<file path="src/rtl/csk_pkg.sv">
package csk_pkg;
  // One-bit full add; returns {carry_out, sum}.
  function automatic logic [1:0] fa_bit(input logic a, input logic b, input logic c);
    logic g, p;
    g = a & b;
    p = a ^ b;
    return {g | (p & c), p ^ c};
  endfunction

  // True when every bit of a slice propagates.
  function automatic logic slice_prop(input logic [31:0] a, input logic [31:0] b, input int w);
    logic r;
    r = 1'b1;
    for (int i = 0; i < w; i++) r = r & (a[i] ^ b[i]);
    return r;
  endfunction
endpackage

</file>
<file path="src/rtl/csk_slice.sv">
module csk_slice #(
  parameter int BLK = 4
) (
  input  logic [BLK-1:0] a,
  input  logic [BLK-1:0] b,
  input  logic           cin,
  output logic [BLK-1:0] s,
  output logic           cout,
  output logic           prop_all,
  output logic           rip_cout
);
  import csk_pkg::*;

  logic [BLK:0] c;
  assign c[0] = cin;

  genvar i;
  generate
    for (i = 0; i < BLK; i++) begin : g_bit
      logic [1:0] r;
      assign r        = fa_bit(a[i], b[i], c[i]);
      assign s[i]     = r[0];
      assign c[i+1]   = r[1];
    end
  endgenerate

  assign prop_all = &(a ^ b);
  assign rip_cout = c[BLK];
  // Skip selector: a fully propagating slice forwards its carry-in.
  assign cout     = prop_all ? cin : rip_cout;
endmodule

</file>
<file path="src/rtl/csk_adder.sv">
module csk_adder #(
  parameter int WIDTH   = 16,
  parameter int BLK     = 4,
  parameter bit REG_OUT = 1'b1
) (
  input  logic             clk,
  input  logic             rst_n,
  input  logic [WIDTH-1:0] op_a,
  input  logic [WIDTH-1:0] op_b,
  input  logic             cin,
  output logic [WIDTH-1:0] sum,
  output logic             cout
);
  localparam int NBLK = WIDTH / BLK;

  generate
    if (WIDTH % BLK != 0) begin : g_bad_split
      $error("csk_adder: WIDTH must be a multiple of BLK");
    end
  endgenerate

  logic [NBLK:0]    chain;
  logic [NBLK-1:0]  blk_prop;
  logic [NBLK-1:0]  blk_cin;
  logic [NBLK-1:0]  blk_cout;
  logic [NBLK-1:0]  blk_rip;
  logic [WIDTH-1:0] sum_c;

  assign chain[0] = cin;

  genvar k;
  generate
    for (k = 0; k < NBLK; k++) begin : g_slice
      csk_slice #(.BLK(BLK)) u_slice (
        .a        (op_a[k*BLK +: BLK]),
        .b        (op_b[k*BLK +: BLK]),
        .cin      (chain[k]),
        .s        (sum_c[k*BLK +: BLK]),
        .cout     (chain[k+1]),
        .prop_all (blk_prop[k]),
        .rip_cout (blk_rip[k])
      );
      assign blk_cin[k]  = chain[k];
      assign blk_cout[k] = chain[k+1];
    end
  endgenerate

  generate
    if (REG_OUT) begin : g_reg
      always_ff @(posedge clk or negedge rst_n) begin
        if (!rst_n) begin
          sum  <= '0;
          cout <= 1'b0;
        end else begin
          sum  <= sum_c;
          cout <= chain[NBLK];
        end
      end
    end else begin : g_comb
      assign sum  = sum_c;
      assign cout = chain[NBLK];
    end
  endgenerate
endmodule

</file>
<file path="config.mk">
export PLATFORM = sky130hd
export DESIGN_NAME = csk_adder
export DESIGN_NICKNAME = d
export VERILOG_FILES = /design/src/rtl/csk_pkg.sv /design/src/rtl/csk_slice.sv /design/src/rtl/csk_adder.sv
export SDC_FILE = /design/constraint.sdc
export NUM_CORES = 1
export LEC_CHECK = 0
export CAP_MARGIN = 20
export CORE_MARGIN = 4
export CORE_UTILIZATION = 45
export DETAILED_ROUTE_END_ITERATION = 10
export DONT_BUFFER_PORTS = 1
export GPL_ROUTABILITY_DRIVEN = 0
export SYNTH_ARGS = -nofsm -noshare
export SYNTH_HDL_FRONTEND = slang
export SYNTH_HIERARCHICAL = 1
export SYNTH_SLANG_ARGS = --single-unit
</file>
<file path="constraint.sdc">
create_clock -name clk -period 0.8 [get_ports clk]
set_input_delay 0.16 -clock clk [delete_from_list [all_inputs] [get_ports clk]]
set_output_delay 0.16 -clock clk [all_outputs]
set_load 0.01 [all_outputs]
</file>
==> reports/metrics.yaml <==
timing:
  max_freq_mhz: 185.4
  fin_crit_sh: 6.741
  tightestPinTransition_ns: 0.7416
  hold_violations: 0
  min_period_ns: 5.393
  relSlewSlack: 0.5056
  finalSetupTns_ns: -40.34
  slew_viol_final: 0
  final-setup-viol-count: 33
  worst_slack_ns: -4.593
  rsz0062_at_grt: "yes"
clocking:
  cts_sinks: 17
  clockBufferDepth: 2
  root_buffer: "clkbuf_4"
  clk_pin_slew_ns: 0.10
  cts_buffers: 3
  h-tree-depth: 1
  tritoncts: "built"
flow_run:
  cap_violations: 0
setup_path:
  critPathLaunchType: "primary input"
  crit_path_top_delay_cell: "fa_2"
  cpMostUsedCell: "fa_2"
  path_max_fanout: 2
  cp.required_ns: 0.98
  worstSetupPathType: "in -> reg"
  endpoint_kind: "register"
  arrival_ns: 5.57
  critPathMaxStageDelay_ns: 0.51
floorplanning:
  io_pins: 52
  core_area_mm2: 0.002477
  initial_core_util: 0.4707
  fp.dieW_um: 58.91
  rows: 18
  dieArea_mm2: 0.003470
  die_y_um: 58.91
global_routing:
  grt-ovfl-total: 0
  antenna_found_initial: 0
  grt_max_degree: 18
  grt_pass1_vias: 668
  grt_util_all_layers: 0.1085
  grt_pass1_wl_um: 2753
placed_design:
  dp_slack_ns: -4.922
  place_inst: 127
  hpwl_um: 1565
  portBuffers: 0
route:
  drt_wl_total_um: 1735
  vias_per_cell: 4.385
  first_iter_violations: 1
  drc: 0
  drt-pass1-iter-count: 3
  wl_per_cell_um: 12.85
  ant_nets: 0
  vias: 592
min_path:
  hold_class: "in -> async"
run_status:
  status: "finished with violations"
  violations: "negative setup slack"
final_layout:
  nets: 173
  syn_to_final_growth_pct: 15.99
  diodes: 0
  drive_gt1_frac: 0.4286
  finalNonFillerCells: 135
  fin_util: 0.5460
pwr:
  leakagePower_uw: 0.0006922
  ir_drop_mv: 0.9117
  power_density_mw_per_mm2: 1553
logic_synthesis:
  synth_warnings: 6
  syn-num-nets: 160
  synth_area_mm2: 0.001166
  syn_inst: 93
  syn_avg_cell_area_um2: 12.54
## through the flow
step	cell area [um2]	power [uW]	hold slack, ns
after detailed placement	1281	1643	-0.1352
final	1353	2101	0.002291
after floorplan	1214	1495	-0.1356
after CTS	1340	2139	0.07117
after global routing	1353	2274	0.03485
after global placement	1281	1620	-0.1352
## final cells by class
| type | count | area, um2 |
|---|---|---|
| fill | 224 | 1125 |
| multi-input combinational | 40 | 645.6 |
| sequential | 17 | 425.4 |
| inverter | 36 | 152.6 |
| timing repair buffer | 8 | 65.06 |
| tap | 30 | 37.54 |
| clock buffer | 4 | 26.28 |
## critical path: cells and delay by family
family	cells	cell delay [ns]
adders and majority gates	16	4.32
buffers and inverters	13	0.73
muxes	3	0.38
## sequential cells by signal (all words and copies together) (netlist names)
| name | flops |
|---|---|
| sum | 16 |
| cout | 1 |
## power by group
part / total [uW] / leakage (uW) / switching, uW / internal (uW)
combinational: 472 / 0.000479 / 225 / 247
sequential: 1190 / 0.000198 / 159 / 1030
clock: 437 / 0.0000150 / 244 / 193
## metal layers
metal  track usage  vias up  part of all wire
li1              -      280                 -
met1        0.1218      283              0.34
met2        0.1830       27              0.52
met3       0.03947        2              0.12
met4       0.04854        0             0.017
met5             0        -                 0
## worst max-delay path by stage
stage	startpoint	endpoint	slack, ns	cells past startpoint
after global routing	op_a[0]	sum[15]	-4.85	32
after detailed placement	op_a[0]	sum[15]	-4.92	32
after floorplan	op_a[0]	sum[15]	-4.66	32
after CTS	op_a[0]	sum[15]	-4.62	32
final	op_a[0]	sum[15]	-4.59	32
after global placement	op_a[0]	sum[15]	-4.89	32
## repair_timing
item | 4_1_cts | 5_1_grt
hold buffers | 1 | 0
setup endpoints to repair | 33 | 50
endpoints found under the hold margin | 17 | 0
buffers inserted | 3 | 0
resized for setup | 0 | 9
## cells in the final DEF (no fill, tap or decap)
master          count
ha_1               16
mux2i_1             4
fa_2               16
dlymetal6s4s_1      1
inv_2              12
dfrtp_1            17
clkbuf_1            1
inv_1              21
buf_4               7
inv_6               2
and4_4              4
clkbuf_4            3
inv_8               1
Note: power is estimated with default switching activity, not from simulation.
